## src/rtl/seq_stack_pkg.sv

```systemverilog
package seq_stack_pkg;
  localparam int ASTAT_W = 8;
  localparam int MSTAT_W = 7;
  localparam int IMASK_W = 10;
  localparam int FRAME_W = ASTAT_W + MSTAT_W + IMASK_W;

  typedef struct packed {
    logic [IMASK_W-1:0] imask;
    logic [MSTAT_W-1:0] mstat;
    logic [ASTAT_W-1:0] astat;
  } sts_frame_t;

  typedef enum logic [1:0] {
    STK_PC   = 2'd0,
    STK_LOOP = 2'd1,
    STK_CNT  = 2'd2,
    STK_STS  = 2'd3
  } stk_id_e;
endpackage

```

## src/rtl/seq_stack_lifo.sv

```systemverilog
module seq_stack_lifo #(
  parameter int W     = 14,
  parameter int DEPTH = 4
) (
  input  logic         clk,
  input  logic         rst_n,
  input  logic         push_i,
  input  logic         pop_i,
  input  logic [W-1:0] data_i,
  output logic [W-1:0] top_o,
  output logic         empty_o,
  output logic         ovf_o
);
  localparam int CW = $clog2(DEPTH + 1);
  localparam int IW = (DEPTH > 1) ? $clog2(DEPTH) : 1;
  localparam logic [CW-1:0] FULL_CNT = CW'(DEPTH);

  logic [CW-1:0] count_q, count_d;
  logic          ovf_q, ovf_d;
  logic [W-1:0]  mem_q [DEPTH];

  logic          is_empty, is_full;
  logic          do_replace, do_push, do_pop, ovf_evt;
  logic          wr_en;
  logic [CW-1:0] top_idx, wr_idx;

  assign is_empty = (count_q == '0);
  assign is_full  = (count_q == FULL_CNT);
  assign top_idx  = count_q - CW'(1);

  always_comb begin
    do_replace = push_i && pop_i && !is_empty;
    do_push    = push_i && !do_replace && !is_full;
    do_pop     = pop_i && !push_i && !is_empty;
    ovf_evt    = push_i && !do_replace && is_full;

    count_d = count_q;
    if (do_push)     count_d = count_q + CW'(1);
    else if (do_pop) count_d = top_idx;

    ovf_d = ovf_q | ovf_evt;

    wr_en  = do_push | do_replace;
    wr_idx = do_replace ? top_idx : count_q;
  end

  always_ff @(posedge clk or negedge rst_n) begin
    if (!rst_n) begin
      count_q <= '0;
      ovf_q   <= 1'b0;
    end else begin
      count_q <= count_d;
      ovf_q   <= ovf_d;
    end
  end

  always_ff @(posedge clk) begin
    if (wr_en) mem_q[wr_idx[IW-1:0]] <= data_i;
  end

  assign top_o   = is_empty ? '0 : mem_q[top_idx[IW-1:0]];
  assign empty_o = is_empty;
  assign ovf_o   = ovf_q;
endmodule

```

## src/rtl/seq_tos_port.sv

```systemverilog
module seq_tos_port #(
  parameter int PC_W = 14
) (
  input  logic            clk,
  input  logic            rst_n,
  input  logic            call_push_i,
  input  logic [PC_W-1:0] call_data_i,
  input  logic            tos_wr_i,
  input  logic [PC_W-1:0] tos_wr_data_i,
  input  logic            tos_rd_i,
  input  logic            cmd_pop_i,
  output logic            push_o,
  output logic [PC_W-1:0] push_data_o,
  output logic            pop_o
);
  logic rd_pend_q, rd_pend_d;

  assign rd_pend_d = tos_rd_i;

  always_ff @(posedge clk or negedge rst_n) begin
    if (!rst_n) rd_pend_q <= 1'b0;
    else        rd_pend_q <= rd_pend_d;
  end

  always_comb begin
    push_o      = call_push_i | tos_wr_i;
    push_data_o = tos_wr_i ? tos_wr_data_i : call_data_i;
    pop_o       = cmd_pop_i | rd_pend_q;
  end
endmodule

```

## src/rtl/seq_stack_unit.sv

```systemverilog
module seq_stack_unit
  import seq_stack_pkg::*;
#(
  parameter int PC_W       = 14,
  parameter int LOOP_W     = 18,
  parameter int CNT_W      = 14,
  parameter int PC_DEPTH   = 16,
  parameter int LOOP_DEPTH = 4,
  parameter int CNT_DEPTH  = 4,
  parameter int STS_DEPTH  = 4
) (
  input  logic               clk,
  input  logic               rst_n,
  input  logic               call_push_en,
  input  logic [PC_W-1:0]    call_push_pc,
  input  logic               loop_push_en,
  input  logic [LOOP_W-1:0]  loop_push_val,
  input  logic               cnt_push_en,
  input  logic [CNT_W-1:0]   cnt_push_val,
  input  logic               cmd_pop_pc,
  input  logic               cmd_pop_loop,
  input  logic               cmd_pop_cnt,
  input  logic               cmd_sts_push,
  input  logic               cmd_sts_pop,
  input  logic [ASTAT_W-1:0] astat_in,
  input  logic [MSTAT_W-1:0] mstat_in,
  input  logic [IMASK_W-1:0] imask_in,
  input  logic               tos_wr_en,
  input  logic [PC_W-1:0]    tos_wr_data,
  input  logic               tos_rd_en,
  output logic [PC_W-1:0]    tos_rd_data,
  output logic [PC_W-1:0]    pc_top,
  output logic [LOOP_W-1:0]  loop_top,
  output logic               cntr_load_en,
  output logic [CNT_W-1:0]   cntr_load_val,
  output logic               sts_restore_en,
  output logic [ASTAT_W-1:0] astat_out,
  output logic [MSTAT_W-1:0] mstat_out,
  output logic [IMASK_W-1:0] imask_out,
  output logic [7:0]         stk_status
);
  logic            pc_push, pc_pop;
  logic [PC_W-1:0] pc_push_data;
  logic            pc_empty, pc_ovf;
  logic            loop_empty, loop_ovf;
  logic            cnt_empty, cnt_ovf;
  logic            sts_empty, sts_ovf;
  logic [CNT_W-1:0] cnt_top;
  sts_frame_t      sts_in, sts_top;

  seq_tos_port #(.PC_W(PC_W)) u_tos (
    .clk           (clk),
    .rst_n         (rst_n),
    .call_push_i   (call_push_en),
    .call_data_i   (call_push_pc),
    .tos_wr_i      (tos_wr_en),
    .tos_wr_data_i (tos_wr_data),
    .tos_rd_i      (tos_rd_en),
    .cmd_pop_i     (cmd_pop_pc),
    .push_o        (pc_push),
    .push_data_o   (pc_push_data),
    .pop_o         (pc_pop)
  );

  seq_stack_lifo #(.W(PC_W), .DEPTH(PC_DEPTH)) u_pc_stk (
    .clk     (clk),
    .rst_n   (rst_n),
    .push_i  (pc_push),
    .pop_i   (pc_pop),
    .data_i  (pc_push_data),
    .top_o   (pc_top),
    .empty_o (pc_empty),
    .ovf_o   (pc_ovf)
  );

  seq_stack_lifo #(.W(LOOP_W), .DEPTH(LOOP_DEPTH)) u_loop_stk (
    .clk     (clk),
    .rst_n   (rst_n),
    .push_i  (loop_push_en),
    .pop_i   (cmd_pop_loop),
    .data_i  (loop_push_val),
    .top_o   (loop_top),
    .empty_o (loop_empty),
    .ovf_o   (loop_ovf)
  );

  seq_stack_lifo #(.W(CNT_W), .DEPTH(CNT_DEPTH)) u_cnt_stk (
    .clk     (clk),
    .rst_n   (rst_n),
    .push_i  (cnt_push_en),
    .pop_i   (cmd_pop_cnt),
    .data_i  (cnt_push_val),
    .top_o   (cnt_top),
    .empty_o (cnt_empty),
    .ovf_o   (cnt_ovf)
  );

  always_comb begin
    sts_in.imask = imask_in;
    sts_in.mstat = mstat_in;
    sts_in.astat = astat_in;
  end

  seq_stack_lifo #(.W(FRAME_W), .DEPTH(STS_DEPTH)) u_sts_stk (
    .clk     (clk),
    .rst_n   (rst_n),
    .push_i  (cmd_sts_push),
    .pop_i   (cmd_sts_pop),
    .data_i  (sts_in),
    .top_o   (sts_top),
    .empty_o (sts_empty),
    .ovf_o   (sts_ovf)
  );

  always_comb begin
    tos_rd_data    = pc_top;
    cntr_load_en   = cmd_pop_cnt && !cnt_empty;
    cntr_load_val  = cnt_top;
    sts_restore_en = cmd_sts_pop && !sts_empty;
    astat_out      = sts_top.astat;
    mstat_out      = sts_top.mstat;
    imask_out      = sts_top.imask;
    stk_status     = {loop_ovf, loop_empty, sts_ovf, sts_empty,
                      cnt_ovf, cnt_empty, pc_ovf, pc_empty};
  end
endmodule

```

## config.mk

```make
export PLATFORM = sky130hd
export DESIGN_NAME = seq_stack_unit
export DESIGN_NICKNAME = d
export VERILOG_FILES = /design/src/rtl/seq_stack_pkg.sv /design/src/rtl/seq_stack_lifo.sv /design/src/rtl/seq_tos_port.sv /design/src/rtl/seq_stack_unit.sv
export SDC_FILE = /design/constraint.sdc
export NUM_CORES = 1
export LEC_CHECK = 0
export BUFFER_PORTS_ARGS = -buffer_cell sky130_fd_sc_hd__clkbuf_2
export CORE_ASPECT_RATIO = 0.7
export CORE_UTILIZATION = 45
export CTS_BUF_LIST = sky130_fd_sc_hd__clkbuf_4 sky130_fd_sc_hd__clkbuf_8
export DETAILED_ROUTE_END_ITERATION = 8
export GPL_TIMING_DRIVEN = 0
export HOLD_SLACK_MARGIN = 0.02
export PLACE_DENSITY = 0.63
export SLEW_MARGIN = 20
export SYNTH_ARGS = -nofsm -noshare
export SYNTH_HDL_FRONTEND = slang
export SYNTH_SLANG_ARGS = --single-unit
```

## constraint.sdc

```tcl
create_clock -name clk -period 3.6 [get_ports clk]
set_input_delay 0.18 -clock clk [delete_from_list [all_inputs] [get_ports clk]]
set_output_delay 0.18 -clock clk [all_outputs]
set_load 0.01 [all_outputs]
```

; Word-level counts from Yosys, hierarchy flattened
; Memories as Yosys holds them, arrays and structs flattened.
; Cells that the tools add are included.
[word_totals]
ram_bits = 452
output_inout_bits = 95
ff_bits = 19
n_memories = 4
[classes]
mux = 25
bitwise = 10
n_addsub = 8
n_reduce_logical = 54
eq_ne = 4
[memory_table]
columns = memory, words, word_bits, read_ports, rd_ports_with_merged_regs, write_ports, line
row1 = u_pc_stk.mem_q, 16, 14, 1, 0, 1, seq_stack_lifo.sv:20  ; logic [W-1:0] mem_q [DEPTH];
row2 = u_sts_stk.mem_q, 4, 25, 1, 0, 1, seq_stack_lifo.sv:20
row3 = u_loop_stk.mem_q, 4, 18, 1, 0, 1, seq_stack_lifo.sv:20
row4 = u_cnt_stk.mem_q, 4, 14, 1, 0, 1, seq_stack_lifo.sv:20
[ops]
columns = cell, n
row1 = $mux W14, 3
row2 = $logic_and A1 B1 Y1, 30
row3 = $mux W25, 1
row4 = $mux W18, 1
row5 = $mux W3, 6
row6 = $logic_not A1 Y1, 16
row7 = $mux W5, 2
row8 = $or A1 B1 Y1, 10
row9 = $add A3 B1 Y3 const B, 3
row10 = $eq A3 B3 Y1 const B, 3
row11 = $logic_not A3 Y1, 3
row12 = $sub A3 B1 Y3 const B, 3
row13 = $mux W1, 8
row14 = $reduce_bool A2 Y1, 4
row15 = $mux W2, 3
row16 = $add A5 B1 Y5 const B, 1
row17 = $eq A5 B5 Y1 const B, 1
row18 = $logic_not A5 Y1, 1
row19 = $sub A5 B1 Y5 const B, 1
row20 = $mux W4, 1

; Longest topological paths before layout
[logic_depth]
ltp_word = 9
depth_mapped = 11
ltp_nobuf = 7

; Cells and area by module
; Synthesis repeated with hierarchy kept, for this count alone.
[unflattened]
cells_unflattened = 994
area_unflattened_um2 = 19582.5
[by_module_without_submodules]
columns = mod, cells_per_inst, n_inst, area_each_um2
row1 = seq_stack_lifo (u_pc_stk), 428, 1, 9173.8
row2 = seq_stack_lifo (u_sts_stk), 211, 1, 4219.0
row3 = seq_stack_lifo (u_loop_stk), 166, 1, 3125.5
row4 = seq_stack_lifo (u_cnt_stk), 146, 1, 2611.3
row5 = seq_tos_port, 19, 1, 260.2
row6 = seq_stack_unit, 24, 1, 192.7

; Least setup slack after synthesis
; No wires, ideal clock.
[synth_timing]
kind = flip-flop to flip-flop
start = reg u_pc_stk.count_q[0]
end = mem u_pc_stk.mem_q[20][0] (netlist: u_pc_stk.mem_q[10][0]) (enable)
required_ns = 3.168
setup_time_ns = 0.432
slack_ns = -0.377
synth_period_minus_slack_ns = 3.977
arrival_ns = 3.544
path_stages_with_launch = 11
path_buffers = 4
cell_sequence = dfrtp_1 > buf_6 > buf_2 > inv_2 > ha_1 > buf_6 > nor4b_4 > buf_4 > nor3_1 > a22oi_1 > a2111oi_1
[synth_via]
elab_chain_len = 9
[synth_lines]
columns = item, line
row1 = from (decl), seq_stack_lifo.sv:18  ; logic [CW-1:0] count_q, count_d;
row2 = from (signal assigned), seq_stack_lifo.sv:52  ; count_q <= count_d;
row3 = $logic_not A5 Y1 *, seq_stack_lifo.sv:27  ; assign is_empty = (count_q == '0);
row4 = net pc_empty, seq_stack_unit.sv:44  ; logic pc_empty, pc_ovf;
row5 = $logic_not A1 Y1 *, seq_stack_lifo.sv:32  ; do_replace = push_i && pop_i && !is_empty;
row6 = $logic_and A1 B1 Y1 *, seq_stack_lifo.sv:32
row7 = $logic_not A1 Y1, seq_stack_lifo.sv:33  ; do_push = push_i && !do_replace && !is_full;
row8 = $logic_and A1 B1 Y1 (2 in a row), seq_stack_lifo.sv:33
row9 = $or A1 B1 Y1, seq_stack_lifo.sv:43  ; wr_en = do_push | do_replace;
row10 = $mux W1, seq_stack_lifo.sv:58  ; if (wr_en) mem_q[wr_idx[IW-1:0]] <= data_i;
row11 = $mux W1 (not written as such), seq_stack_lifo.sv:58
row12 = to (decl), seq_stack_lifo.sv:20
; The timed path passes the listed nets; every way through them passes the cells marked *.

; Worst setup path after layout
[layout_timing]
start = reg u_pc_stk.count_q[0]
end = out tos_rd_data[1]
[layout_via]
elab_chain_len = 3
[layout_lines]
columns = item, line
row1 = $sub A5 B1 Y5, seq_stack_lifo.sv:29  ; assign top_idx = count_q - CW'(1);
row2 = $mem_v2 Z16 W14, n/a
row3 = $mux W14 *, seq_stack_lifo.sv:61  ; assign top_o = is_empty ? '0 : mem_q[top_idx[IW-1:0]];
row4 = to (decl), seq_stack_unit.sv:31  ; output logic [PC_W-1:0] tos_rd_data,
; Mark *: on every way between the ends. The rest lies on a longest branch, timed or not.

==> flow_summary.json <==
{
  "synthFlopType": "edfxtp_1",
  "min_path_type": "input port to asynchronous set/reset pin",
  "worstPathArrival_ns": 3.33,
  "multi_input_area_um2": 5130,
  "yosysMostFrequentCell": "edfxtp_1",
  "yosys-top-cells-count": "edfxtp_1 (452), mux4_2 (113), nor2b_1 (50)",
  "core_um2": 42600,
  "clockRootBuffer": "clkbuf_8",
  "netlist-cell-type-count": 67,
  "finalMaxSlewViolations": 0,
  "power.density_nw_per_um2": 951,
  "rows": 63,
  "endpoint": "tos_rd_data[1]",
  "worstMarginPinSlew_ns": 0.840,
  "worstSkewPairLatency_ns": 0.63,
  "layout_min_cycle_time_ns": 3.51,
  "setup_tns_ns": 0,
  "r2r_cells": 12,
  "start_kind": "flop",
  "dr.pass1.iters": 5,
  "cts_max_level": 3,
  "wl_per_cell_um": 22.0,
  "yosys_warnings": 0,
  "wl_met1_um": 19300,
  "antenna_found_initial": 1,
  "rr_endpoint": "u_pc_stk.mem_q[10][6]$_DFFE_PP_",
  "hpwl_um": 29100,
  "synth_edf_count": 452,
  "drc_errors": 0,
  "critPathRequiredTime_ns": 3.42,
  "drive_above_1_share": 0.411,
  "syn_avg_cell_area_um2": 19.3,
  "synthArstFlopShare": 0.0403,
  "syn_inst": 1014,
  "synth_area_um2": 19500,
  "ys_ff_latch": 471,
  "clockBufferDepth": 3,
  "wl_um": 43700,
  "synth_top_area_frac": 0.695,
  "fin_nets": 1483,
  "max-vdd-ir-drop_mv": 0.553,
  "grt_overflow": 0,
  "grt_max_degree": 23,
  "finClkSkew_ns": 0.0297,
  "finalNonFillerCells": 1986,
  "syn2layout_area_growth_pct": 22.9,
  "crit-reg2reg-launch": "u_pc_stk.count_q[0]$_DFFE_PN0P_",
  "period_share": 0.976,
  "fp.dieW_um": 251,
  "gp_congestion": 0.853,
  "topRoutingLayerUsed": "met4",
  "relSlewSlack": 0.439,
  "r2r_slack_ns": 0.21,
  "leakage_nw": 8.41,
  "outcome": "complete, no violations",
  "register_area_um2": 14000,
  "die_y_um": 176,
  "grt_pass1_vias": 11114,
  "critPathCaptureType": "primary output",
  "clock.fmax_mhz": 285,
  "port_buffers": 189,
  "grt_use_total": 0.202,
  "setup_viol": 0,
  "route.met2.wl_um": 20300,
  "grt_pass1_wl_um": 66400,
  "drt-initial-drc-count": 817,
  "num_vias": 10770,
  "io_pins": 192,
  "synth_seq_area_share": 0.720,
  "dp.cells": 1783,
  "synth_top_area_cell": "edfxtp_1",
  "ant_nets": 0,
  "numClockSinks": 471,
  "dr_wl_met3_um": 3220,
  "finalHoldViolations": 0,
  "post_drt_via_cell_ratio": 5.42,
  "dieArea_um2": 44200,
  "path_clk_slew_ns": 0.06,
  "cts_tree": "yes",
  "path_class": "flop to primary output",
  "start_util": 0.459,
  "cts_buffers": 74,
  "rsz0062_at_grt": "yes",
  "drv_cap": 0,
  "num-fill-cells": 3272,
  "cp_max_fo": 10,
  "ys_top_cells_by_area": "edfxtp_1 (70%), mux4_2 (13%), dfrtp_1 (2.4%)",
  "syn_nets": 1122,
  "cp-startpoint": "u_pc_stk.count_q[0]$_DFFE_PN0P_"
}
cells by family (layout without fill, tap and decap cells):
kind of cell / count (synthesis) / in the layout / synth area share
other: 0 / 1 / 0
buffers and inverters: 100 / 519 / 0.0282
DFF: 471 / 471 / 0.720
xor gates and xnor gates: 9 / 9 / 0.00500
adders and majority gates: 12 / 12 / 0.00756
and+or+nand+nor: 157 / 157 / 0.0464
AOI/OAI and AO/OA: 102 / 102 / 0.0360
muxes: 163 / 163 / 0.157
layer usage:
layer  vias to the layer above  GRT usage
li1                       4819          -
met1                      5534      0.286
met2                       356      0.306
met3                        61     0.0573
met4                         0     0.0643
met5                         -          0
flip-flops by register name, indices dropped and copies added (netlist names):
register and cells:
u_cnt_stk.count_q 3, u_cnt_stk.mem_q 56, u_cnt_stk.ovf_o 1, u_loop_stk.count_q 3
u_loop_stk.mem_q 72, u_loop_stk.ovf_o 1, u_pc_stk.count_q 5, u_pc_stk.mem_q 224
u_pc_stk.ovf_o 1, u_sts_stk.count_q 3, u_sts_stk.mem_q 100, u_sts_stk.ovf_o 1
u_tos.rd_pend_q 1
worst min path at each step:
stage / slack, ns / to / depth (start not counted) / start
final: 0.09 / u_sts_stk.count_q[0]$_DFFE_PN0P_ / 2 / rst_n
after global routing: 0.09 / u_cnt_stk.count_q[0]$_DFFE_PN0P_ / 4 / cnt_push_en
after CTS: 0.03 / u_pc_stk.ovf_o$_DFF_PN0_ / 4 / cmd_pop_pc
after detailed placement: 0.20 / u_pc_stk.count_q[4]$_DFFE_PN0P_ / 1 / rst_n
after global placement: 0.20 / u_sts_stk.ovf_o$_DFF_PN0_ / 1 / rst_n
after floorplan: -0.12 / u_cnt_stk.count_q[0]$_DFFE_PN0P_ / 0 / rst_n
stage by stage:
step / worst slack, ns / hold slack, ns / power, mW / cell area [um2] / util
finish: 0.0878 / 0.0866 / 22.8 / 24000 / 0.564
global route: -0.0161 / 0.0939 / 24.0 / 24000 / 0.564
CTS: -0.0116 / 0.0315 / 22.9 / 23900 / 0.562
detailed placement: -0.399 / 0.202 / 17.9 / 21700 / 0.509
global placement: -2.54 / 0.198 / 17.4 / 21200 / 0.497
floorplan: -0.377 / -0.116 / 14.1 / 19500 / -
repair_timing:
item,4_1_cts,5_1_grt
hold endpoints to repair,255,0
hold buffers,64,0
endpoints found under the setup margin,140,72
gates resized for setup,34,9
buffers inserted,3,2
cloned,0,0
power by group:
part | leakage [nW] | total [mW] | switching (mW) | internal, mW
Combinational | 3.28 | 10.6 | 5.80 | 4.81
Clock | 0.786 | 4.63 | 2.09 | 2.53
Sequential | 4.34 | 7.58 | 0.276 | 7.30
Total | 8.41 | 22.8 | 8.17 | 14.7
critical path, stage by stage (launching register included):
cell	delay, ns
dfrtp_2	0.38
buf_6	0.17
buf_4	0.21
inv_2	0.07
ha_1	0.27
buf_2	0.22
clkbuf_8	0.24
mux4_2	0.32
mux2i_2	0.32
o22ai_2	0.20
buf_4	0.17
clkbuf_2	0.12
layout by cell type, fill, tap and decap left out, drive strengths merged, types with 4 or more instances in the layout:
| master | n |
|---|---|
| nand3 | 8 |
| o22ai | 15 |
| nor2 | 35 |
| clkinv | 28 |
| and2 | 18 |
| a21oi | 17 |
| o21ai | 22 |
| nand2b | 4 |
| clkbuf | 313 |
| buf | 87 |
| bufinv | 5 |
| inv | 20 |
| nand2 | 5 |
| xnor2 | 8 |
| a211oi | 7 |
| nor2b | 50 |
| mux2i | 33 |
| a31oi | 4 |
| o211ai | 4 |
| nor3 | 18 |
| mux4 | 113 |
| ha | 11 |
| a21o | 4 |
| dfrtp | 19 |
| dlygate4sd3 | 64 |
| a22oi | 6 |
| mux2 | 17 |
| edfxtp | 452 |
| o221ai | 4 |
| or3 | 4 |
area by class of cell:
type / count / area share
tap: 552 / 0.0288
multi-input combinational: 443 / 0.214
sequential: 471 / 0.586
clock buffer: 96 / 0.0493
clock inverter: 38 / 0.0137
antenna: 1 / 0.000104
timing repair buffer: 286 / 0.0829
inverter: 17 / 0.00266
buffer: 82 / 0.0232
Note: power is estimated with default switching activity, not from simulation.
